### config.mk
export PLATFORM = sky130hd
export DESIGN_NAME = i2c_slave_addr_match
export DESIGN_NICKNAME = d
export VERILOG_FILES = /design/src/rtl/i2c_sam_pkg.sv /design/src/rtl/sam_regs.sv /design/src/rtl/sam_match.sv /design/src/rtl/sam_ctrl.sv /design/src/rtl/i2c_slave_addr_match.sv
export SDC_FILE = /design/constraint.sdc
export NUM_CORES = 1
export LEC_CHECK = 0
export CAP_MARGIN = 20
export CORE_ASPECT_RATIO = 0.5
export CORE_MARGIN = 2
export CORE_UTILIZATION = 40
export CTS_CLUSTER_DIAMETER = 60
export DETAILED_ROUTE_END_ITERATION = 10
export DONT_BUFFER_PORTS = 1
export GPL_TIMING_DRIVEN = 1
export PLACE_DENSITY = 0.56
export SETUP_SLACK_MARGIN = 0.4
export SYNTH_ARGS = -nofsm -noshare
export SYNTH_HDL_FRONTEND = slang
export SYNTH_SLANG_ARGS = --single-unit
### constraint.sdc
create_clock -name clk -period 2.2 [get_ports clk]
set_input_delay 0.11 -clock clk [delete_from_list [all_inputs] [get_ports clk]]
set_output_delay 0.11 -clock clk [all_outputs]
set_load 0.01 [all_outputs]
### src/rtl/i2c_sam_pkg.sv
// Package: shared constants and types of the I2C slave address recognizer.
// Assumes byte-wide registers; the 10-bit header prefix is fixed by the bus.
package i2c_sam_pkg;

    localparam int          BYTE_W     = 8;
    localparam int          SEL_W      = 2;
    localparam logic [4:0]  TEN_PREFIX = 5'b11110;

    localparam logic [SEL_W-1:0] SEL_PRIM = 2'd0;
    localparam logic [SEL_W-1:0] SEL_EXT  = 2'd1;
    localparam logic [SEL_W-1:0] SEL_STAT = 2'd2;

    // Address phase after a START
    typedef enum logic [1:0] {
        PH_IDLE   = 2'd0,   // no address expected
        PH_FIRST  = 2'd1,   // first address byte expected
        PH_SECOND = 2'd2,   // low byte of a 10-bit address expected
        PH_HOLD   = 2'd3    // addressing done, bytes belong to data phase
    } phase_t;

    // Decision for one received address byte
    typedef struct packed {
        logic ack;        // request ACK
        logic hit;        // addressing complete
        logic ten_first;  // valid 10-bit header, wait for low byte
    } verdict_t;

endpackage

### src/rtl/sam_regs.sv
// Module: software-visible registers of the address recognizer.
// Holds the primary and extended address registers and the sticky
// interrupt flag. Assumes one write per cycle; set of the flag wins over a
// clearing write in the same cycle.
module sam_regs
    import i2c_sam_pkg::*;
#(
    parameter int W  = BYTE_W,
    parameter int SW = SEL_W
) (
    input  logic          clk,
    input  logic          rst_n,
    input  logic [SW-1:0] sel,
    input  logic          wr,
    input  logic [W-1:0]  wdata,
    input  logic          flag_set,
    output logic [W-1:0]  rdata,
    output logic [W-1:0]  prim_q,
    output logic [W-1:0]  ext_q,
    output logic          flag_q
);

    // Register writes, flag set and flag clear
    always_ff @(posedge clk) begin
        if (!rst_n) begin
            prim_q <= '0;
            ext_q  <= '0;
            flag_q <= 1'b0;
        end else begin
            if (wr && sel == SEL_PRIM) prim_q <= wdata;
            if (wr && sel == SEL_EXT)  ext_q  <= wdata;
            if (flag_set)
                flag_q <= 1'b1;
            else if (wr && sel == SEL_STAT)
                flag_q <= 1'b0;
        end
    end

    // Read multiplexer
    always_comb begin
        unique case (sel)
            SEL_PRIM: rdata = prim_q;
            SEL_EXT:  rdata = ext_q;
            SEL_STAT: rdata = {{(W-1){1'b0}}, flag_q};
            default:  rdata = '0;
        endcase
    end

endmodule

### src/rtl/sam_match.sv
// Module: combinational address comparator.
// Produces the ACK / hit / header verdict for the byte just received, given
// the current address phase. Assumes bit 7 of the byte is the first bit on
// the bus and bit 0 is the direction bit of a header or 7-bit address.
module sam_match
    import i2c_sam_pkg::*;
#(
    parameter int W = BYTE_W
) (
    input  logic [W-1:0] prim,
    input  logic [W-1:0] ext,
    input  logic [W-1:0] rx_byte,
    input  phase_t       phase,
    output verdict_t     verdict,
    output logic         ten_mode
);

    localparam int AW = W - 1;

    logic [AW-1:0] rx_addr;
    logic [AW-1:0] hdr_addr;
    logic          gc_hit;
    logic          own7_hit;
    logic          hdr_hit;
    logic          low_hit;

    // Individual comparisons on the received byte
    always_comb begin
        rx_addr  = rx_byte[W-1:1];
        ten_mode = (prim[W-1:W-5] == TEN_PREFIX);
        hdr_addr = {TEN_PREFIX, prim[2:1]};
        gc_hit   = prim[0] && (rx_addr == '0);
        own7_hit = !ten_mode && (rx_addr != '0) && (rx_addr == prim[W-1:1]);
        hdr_hit  = ten_mode && (rx_addr == hdr_addr);
        low_hit  = (rx_byte == ext);
    end

    // Verdict for the current phase
    always_comb begin
        verdict = '0;
        unique case (phase)
            PH_FIRST: begin
                verdict.hit       = gc_hit || own7_hit;
                verdict.ten_first = !gc_hit && hdr_hit;
                verdict.ack       = gc_hit || own7_hit || hdr_hit;
            end
            PH_SECOND: begin
                verdict.hit = low_hit;
                verdict.ack = low_hit;
            end
            default: verdict = '0;
        endcase
    end

endmodule

### src/rtl/sam_ctrl.sv
// Module: address phase sequencer.
// Tracks the phase after START/STOP, registers the ACK decision, the
// interrupt pulse, slave mode and the direction bit. Assumes event pulses
// last one cycle; priority is STOP, then START, then a received byte.
module sam_ctrl
    import i2c_sam_pkg::*;
#(
    parameter int W = BYTE_W
) (
    input  logic         clk,
    input  logic         rst_n,
    input  logic         bus_start,
    input  logic         bus_stop,
    input  logic         rx_valid,
    input  logic [W-1:0] rx_data,
    input  verdict_t     verdict,
    output phase_t       phase,
    output logic         hit_now,
    output logic         ack_valid,
    output logic         ack_ok,
    output logic         addr_irq,
    output logic         slave_active,
    output logic         slave_rw
);

    logic byte_take;
    logic hdr_rw_q;

    // A byte counts only when no bus event overrides it and an address is due
    always_comb begin
        byte_take = rx_valid && !bus_stop && !bus_start &&
                    (phase == PH_FIRST || phase == PH_SECOND);
        hit_now   = byte_take && verdict.hit;
    end

    // Phase sequencing and registered outputs
    always_ff @(posedge clk) begin
        if (!rst_n) begin
            phase        <= PH_IDLE;
            ack_valid    <= 1'b0;
            ack_ok       <= 1'b0;
            addr_irq     <= 1'b0;
            slave_active <= 1'b0;
            slave_rw     <= 1'b0;
            hdr_rw_q     <= 1'b0;
        end else begin
            ack_valid <= 1'b0;
            addr_irq  <= hit_now;
            if (bus_stop) begin
                phase        <= PH_IDLE;
                slave_active <= 1'b0;
            end else if (bus_start) begin
                phase        <= PH_FIRST;
                slave_active <= 1'b0;
            end else if (byte_take) begin
                ack_valid <= 1'b1;
                ack_ok    <= verdict.ack;
                if (verdict.hit) begin
                    phase        <= PH_HOLD;
                    slave_active <= 1'b1;
                    slave_rw     <= (phase == PH_SECOND) ? hdr_rw_q : rx_data[0];
                end else if (verdict.ten_first) begin
                    phase    <= PH_SECOND;
                    hdr_rw_q <= rx_data[0];
                end else begin
                    phase <= PH_IDLE;
                end
            end
        end
    end

endmodule

### src/rtl/i2c_slave_addr_match.sv
// Module: I2C slave address recognizer (top).
// Decides after each START whether this device is addressed (7-bit,
// general call or 10-bit) and reports ACK requests, an interrupt pulse and
// slave mode. Assumes a byte-level receiver supplies START/STOP pulses and
// assembled bytes; pins, stretching and the data phase are handled elsewhere.
module i2c_slave_addr_match
    import i2c_sam_pkg::*;
#(
    parameter int W  = BYTE_W,
    parameter int SW = SEL_W
) (
    input  logic          clk,
    input  logic          rst_n,
    input  logic [SW-1:0] cfg_sel,
    input  logic          cfg_wr,
    input  logic [W-1:0]  cfg_wdata,
    output logic [W-1:0]  cfg_rdata,
    input  logic          bus_start,
    input  logic          bus_stop,
    input  logic          rx_valid,
    input  logic [W-1:0]  rx_data,
    output logic          ack_valid,
    output logic          ack_ok,
    output logic          addr_irq,
    output logic          slave_active,
    output logic          slave_rw,
    output logic [W+1:0]  addr10
);

    logic [W-1:0] prim_q;
    logic [W-1:0] ext_q;
    logic         status_flag;
    logic         hit_now;
    logic         ten_mode;
    phase_t       phase;
    verdict_t     verdict;

    sam_regs #(.W(W), .SW(SW)) u_regs (
        .clk      (clk),
        .rst_n    (rst_n),
        .sel      (cfg_sel),
        .wr       (cfg_wr),
        .wdata    (cfg_wdata),
        .flag_set (hit_now),
        .rdata    (cfg_rdata),
        .prim_q   (prim_q),
        .ext_q    (ext_q),
        .flag_q   (status_flag)
    );

    sam_match #(.W(W)) u_match (
        .prim     (prim_q),
        .ext      (ext_q),
        .rx_byte  (rx_data),
        .phase    (phase),
        .verdict  (verdict),
        .ten_mode (ten_mode)
    );

    sam_ctrl #(.W(W)) u_ctrl (
        .clk          (clk),
        .rst_n        (rst_n),
        .bus_start    (bus_start),
        .bus_stop     (bus_stop),
        .rx_valid     (rx_valid),
        .rx_data      (rx_data),
        .verdict      (verdict),
        .phase        (phase),
        .hit_now      (hit_now),
        .ack_valid    (ack_valid),
        .ack_ok       (ack_ok),
        .addr_irq     (addr_irq),
        .slave_active (slave_active),
        .slave_rw     (slave_rw)
    );

    // Programmed 10-bit address for read-back
    always_comb addr10 = {prim_q[2:1], ext_q};

endmodule

=== Word level (Yosys, flattened, before mapping) ===
Cells that the tools add are included.

* Register bits after elaboration: 25
* Bits in latches: 0
* RAM bits: 0
* ROM bits: 0
* Bits of input ports: 24
* Output and inout bits: 23
* Word-level logic and storage cells: 64
* Memories: 0

* $add $sub $neg: 0
* Multipliers: 0
* Div/mod/pow operators: 0
* Order comparisons: 0
* Equality and inequality tests: 8
* Shift-type cells: 0
* Multiplexer cells: 11
* Bitwise operators: 4
* Reduce and logical (&&, ||, !) cells: 30

{| class="wikitable"
|+ Operators by type and width
! kind !! count
|-
| case mux 8 bit (3 select lines) || 1
|-
| == test 7 bit || 2
|-
| logical AND 1 bit || 12
|-
| == test 8 bit || 1
|-
| logical NOT 7 bit || 1
|-
| 2-to-1 mux 1 bit || 7
|-
| nonzero test 7 bit || 1
|-
| == test 5 bit, second input constant || 1
|-
| AND reduction 5 bit || 1
|-
| == test 2 x 1 -> 1 bit, second input constant || 2
|-
| == test 2 bit, second input constant || 2
|-
| logical NOT 1 bit || 4
|-
| 2-to-1 mux 2 bit || 2
|-
| NOT 1 bit || 4
|-
| case mux 2 bit (2 select lines) || 1
|-
| AND reduction 4 bit || 1
|-
| nonzero test 2 bit || 2
|-
| logical OR 1 bit || 3
|-
| AND reduction 3 bit || 1
|-
| OR reduction 3 bit || 1
|-
| logical NOT 2 bit || 1
|-
| AND reduction 2 bit || 1
|-
| OR reduction 2 bit || 1
|}

=== Longest topological paths before layout ===
* Depth in word-level cells: 10
* Mapped depth: 6
* Mapped depth without buffers: 6

=== Modules after synthesis ===
Synthesis repeated with hierarchy kept, for this count alone.

* Cells, all modules: 159
* Area total of the unflattened synthesis: 1453.9 µm²

{| class="wikitable"
|+ Modules (own cells, without submodules)
! module !! instances !! cells each !! area each (µm²) !! seq. area each (µm²)
|-
| sam_regs || 1 || 86 || 822.0 || 340.3
|-
| sam_ctrl || 1 || 33 || 354.1 || 160.2
|-
| sam_match || 1 || 40 || 277.8 || 0.0
|}

=== Worst setup path after synthesis ===
Ideal clock, no wire load.

* Path type: flip-flop to flip-flop
* Start: reg u_ctrl.phase[0]
* End: reg u_ctrl.ack_ok
* Setup time: 76 ps
* Data arrival time: 1712 ps
* Data required time: 2124 ps
* Setup slack: 412 ps
* Stages on the path, launching flop included: 7
* Buffers on the path: 0
* Period minus slack after synthesis: 1788 ps
* Cells stage by stage: dfxtp_1 inv_1 ha_1 nand2b_1 nor3_1 mux2_2 o22ai_1

* Longest elaborated chain between the ends: 4
* Elaborated cells on any way between the ends: 6
* Classes of those cells: eq/ne (2); mux (1); reduce/logical (3)

{| class="wikitable"
|+ Ends and longest elaborated chain
! what !! line !! RTL
|-
| start, declared || sam_ctrl.sv:17 || <nowiki>output phase_t phase,</nowiki>
|-
| start signal, assigned || sam_ctrl.sv:39 || <nowiki>phase <= PH_IDLE;</nowiki>
|-
| start signal, assigned || sam_ctrl.sv:50 || <nowiki>phase <= PH_IDLE;</nowiki>
|-
| start signal, assigned || sam_ctrl.sv:53 || <nowiki>phase <= PH_FIRST;</nowiki>
|-
| == test 2 x 1 -> 1 bit / == test 2 bit (equally long branches) || sam_match.sv:41, sam_ctrl.sv:32 ||
|-
| logical OR 1 bit || sam_ctrl.sv:32 || <nowiki>(phase == PH_FIRST || phase == PH_SECOND);</nowiki>
|-
| logical AND 1 bit || sam_ctrl.sv:31 || <nowiki>byte_take = rx_valid && !bus_stop && !bus_start &&</nowiki>
|-
| AND reduction 3 bit (no source line) || - ||
|-
| end signal, assigned || sam_ctrl.sv:57 || <nowiki>ack_ok <= verdict.ack;</nowiki>
|-
| end, declared || sam_ctrl.sv:20 || <nowiki>output logic ack_ok,</nowiki>
|}

Several ways; a longest one is shown, not always the timed one.
A chain may end at the register's enable or synchronous reset.

=== Worst setup path after layout ===
* Start: reg u_regs.ext_q[1]
* End: reg u_ctrl.phase[0]

* Longest elaborated chain between the ends: 5

{| class="wikitable"
|+ Ends and longest elaborated chain
! what !! line !! RTL
|-
| start, declared || sam_regs.sv:19 || <nowiki>output logic [W-1:0] ext_q,</nowiki>
|-
| start signal, assigned || sam_regs.sv:31 || <nowiki>if (wr && sel == SEL_EXT) ext_q <= wdata;</nowiki>
|-
| == test 8 bit || sam_match.sv:35 || <nowiki>low_hit = (rx_byte == ext);</nowiki>
|-
| case mux 2 bit (2 select lines) || sam_match.sv:41 || <nowiki>unique case (phase)</nowiki>
|-
| 2-to-1 mux 2 bit || sam_ctrl.sv:58 || <nowiki>if (verdict.hit) begin</nowiki>
|-
| 2-to-1 mux 1 bit || sam_ctrl.sv:55 || <nowiki>end else if (byte_take) begin</nowiki>
|-
| 2-to-1 mux 1 bit || sam_ctrl.sv:52 || <nowiki>end else if (bus_start) begin</nowiki>
|-
| end signal, assigned || sam_ctrl.sv:53 ||
|-
| end signal, assigned || sam_ctrl.sv:59 || <nowiki>phase <= PH_HOLD;</nowiki>
|-
| end signal, assigned || sam_ctrl.sv:63 || <nowiki>phase <= PH_SECOND;</nowiki>
|}

No other way between the ends. The select of a mux whose other input is x is not followed.

==> impl_metrics.env <==
export IMPL_outcome="completed"
export IMPL_crit_type="reg -> reg"
export IMPL_grt_setup_unrepaired="yes"
export IMPL_switchingPower_uw=215
export IMPL_maxSlewViolCount=0
export IMPL_tns_ns=0
export IMPL_cp_end_kind="register"
export IMPL_drc=0
export IMPL_ys_types=31
export IMPL_relSlewSlack_pct=52.6
export IMPL_wl_um=3280
export IMPL_htreeDepth=1
export IMPL_cts_buffers=3
export IMPL_synth_area_leaders="dfxtp_1 (37%), mux2i_1 (19%), nor2_1 (7.0%)"
export IMPL_switching_share_pct=24.9
export IMPL_clock_sinks=25
export IMPL_nFillCells=300
export IMPL_avgSynthCellArea_um2=8.99
export IMPL_power_uw=866
export IMPL_synth_top_area_share_pct=37.1
export IMPL_p_per_area_mw_per_mm2=530
export IMPL_die_area_mm2=0.00388
export IMPL_synth_top_cells_by_count="mux2i_1 (26), dfxtp_1 (25), nor2_1 (25)"
export IMPL_initialDrtViolationCount=70
export IMPL_drt_first_pass_iters=4
export IMPL_seqCellArea_um2=514
export IMPL_max_freq_mhz=568
export IMPL_drive_above_1_share_pct=16.5
export IMPL_wl_met2_um=1360
export IMPL_hold_violations=0
export IMPL_cts_buffer_depth=2
export IMPL_clk_latency_ns=0.27
export IMPL_fin_util_pct=52.7
export IMPL_diodes=0
export IMPL_ys_flop_type="dfxtp_1"
export IMPL_multiInputGateArea_um2=831
export IMPL_wirelength_met1_um=1610
export IMPL_grt_start_max_net_pins=21
export IMPL_cp_required_ns=2.38
export IMPL_min_period_ns=1.76
export IMPL_power_frac_clock_pct=32.4
export IMPL_avgViaCountPerCell=5.25
export IMPL_irDropWorstVdd_uv=201
export IMPL_stdcell_count=204
export IMPL_core_area_mm2=0.00310
export IMPL_port_buffers=0
export IMPL_placed_cells_incl_taps=185
export IMPL_clkTransAtPathRegs_ns=0.09
export IMPL_synth_most_common_cell="mux2i_1"
export IMPL_synth_edf_count=0
export IMPL_grt_usage_pct=17.4
export IMPL_worstMarginPinSlew_ns=0.710
export IMPL_setup_ws_ns=0.441
export IMPL_critPathMaxFanout=4
export IMPL_ys_seq_elements=25
export IMPL_crit_path_start_kind="register"
export IMPL_tritoncts="built"
export IMPL_antenna_left=0
export IMPL_post_route_period_util_pct=80.0
export IMPL_hold_class="in -> reg"
export IMPL_globalRouteOverflowTotal=0
export IMPL_finalSetupViolCount=0
export IMPL_syn_nets=176
export IMPL_ys_warn_count=0
export IMPL_comb_power_share_pct=12.2
export IMPL_wire_per_inst_um=16.1
export IMPL_die_h_um=45.1
export IMPL_cp_arrival_ns=1.94
export IMPL_grt_pass1_vias=1021
export IMPL_start_util_pct=43.5
export IMPL_ios=47
export IMPL_finClkSkew_ns=0.00620
export IMPL_syn2layout_area_growth_pct=21.2
export IMPL_place_congestion=0.736
export IMPL_cap_violations=0
export IMPL_rows=14
export IMPL_yosys_area_top_type="dfxtp_1"
export IMPL_highest_layer="met4"
export IMPL_grt_pass1_wl_um=5060
export IMPL_syn_cell_area_mm2=0.00135
export IMPL_seqPwrFrac_pct=55.3
export IMPL_leakagePower_uw=0.000637
export IMPL_pre_cts_ws_ns=0.305
export IMPL_wl_met3_um=256
export IMPL_cts_root_buf="clkbuf_8"
export IMPL_num_vias=1071
export IMPL_die_w_um=86.1
export IMPL_async_flop_share_pct=0
export IMPL_dpl_hpwl_um=2300
export IMPL_synthCells=150
export IMPL_nets=191
export IMPL_antenna_found_initial=0
export IMPL_synth_seq_area_share_pct=37.1
export IMPL_p_int_uw=650
## layout make-up
type,instances,share of cell area (%)
sequential,25,31.5
timing repair buffer,18,10.3
clock buffer,4,2.76
tap,40,3.06
multi-input combinational,110,50.8
inverter,7,1.61
## per-stage QoR
stage          hold slack, ns  cell area (um2)
2_1_floorplan           0.179             1350
3_3_place_gp            0.180             1380
3_5_place_dp            0.184             1380
4_1_cts               0.00135             1580
5_1_grt                0.0134             1630
6_report               0.0114             1630
## state kept, by name, summed over array words and instances (netlist names)
name and flops:
u_ctrl.slave_active 1, u_ctrl.phase 2, u_ctrl.addr_irq 1, u_ctrl.ack_ok 1, u_ctrl.hdr_rw_q 1, u_regs.ext_q 8, u_ctrl.slave_rw 1, u_ctrl.ack_valid 1
u_regs.prim_q 8, u_regs.flag_q 1
## critical path, stage by stage (launching register included)
cell and delay [ns]:
dfxtp_4 0.37, xor2_1 0.15, nor4_2 0.28, nand3_1 0.15
nor4_4 0.27, nor3_4 0.11, a2111oi_4 0.35
## repair_timing
item | CTS | global route
gates resized for setup | 4 | 12
cloned | 0 | 0
setup endpoints to repair | 1 | 5
pin swaps | 4 | 8
hold buffers | 13 | 0
setup buffers | 1 | 1
endpoints found under the hold margin | 19 | 0
## cell families after synthesis
logic type	count (synthesis)	share of synthesized area (%)
compound gates	8	4.08
mux	28	21.0
flops	25	37.1
simple gates	57	21.4
xor+xnor	15	9.74
buf+inv	15	4.82
fa+ha+maj	2	1.85
## final timing paths
| path | from | to | slack (ns) | depth (start not counted) |
|---|---|---|---|---|
| worst max-delay path | u_regs.ext_q[1] | u_ctrl.phase[0] | 0.44 | 6 |
| worst min-delay path | bus_start | u_ctrl.slave_active | 0.01 | 3 |
| worst max register to register | u_regs.ext_q[1] | u_ctrl.phase[0] | 0.44 | 6 |
| worst min register to register | u_regs.flag_q | u_regs.flag_q | 0.47 | 2 |
## cells in the final DEF (no fill, tap or decap), types with 2 or more instances in the layout
cell type and instances:
a21oi_1 2, buf_4 5, clkbuf_8 3, dfxtp_1 18, dfxtp_2 5, dfxtp_4 2
dlygate4sd3_1 13, ha_1 2, inv_1 7, mux2_2 2, mux2i_1 26, nand2_1 9
nand3_1 3, nand4_1 3, nor2_1 25, nor2b_1 2, nor3_1 4, o21ai_0 2
xnor2_1 8, xor2_1 6
## routing by layer
metal	vias up	global-route usage, %
li1	532	-
met1	493	23.0
met2	36	26.8
met3	10	7.50
met4	0	3.81
met5	-	0
## power groups by stage
stage                     Clock, uW  Combinational, uW  Sequential [uW]
after floorplan                   0               75.8              486
after global routing            305                116              481
final                           281                106              479
after global placement            0               79.6              490
after CTS                       293                103              480
after detailed placement          0               79.9              490
Note: power is estimated with default switching activity, not from simulation.
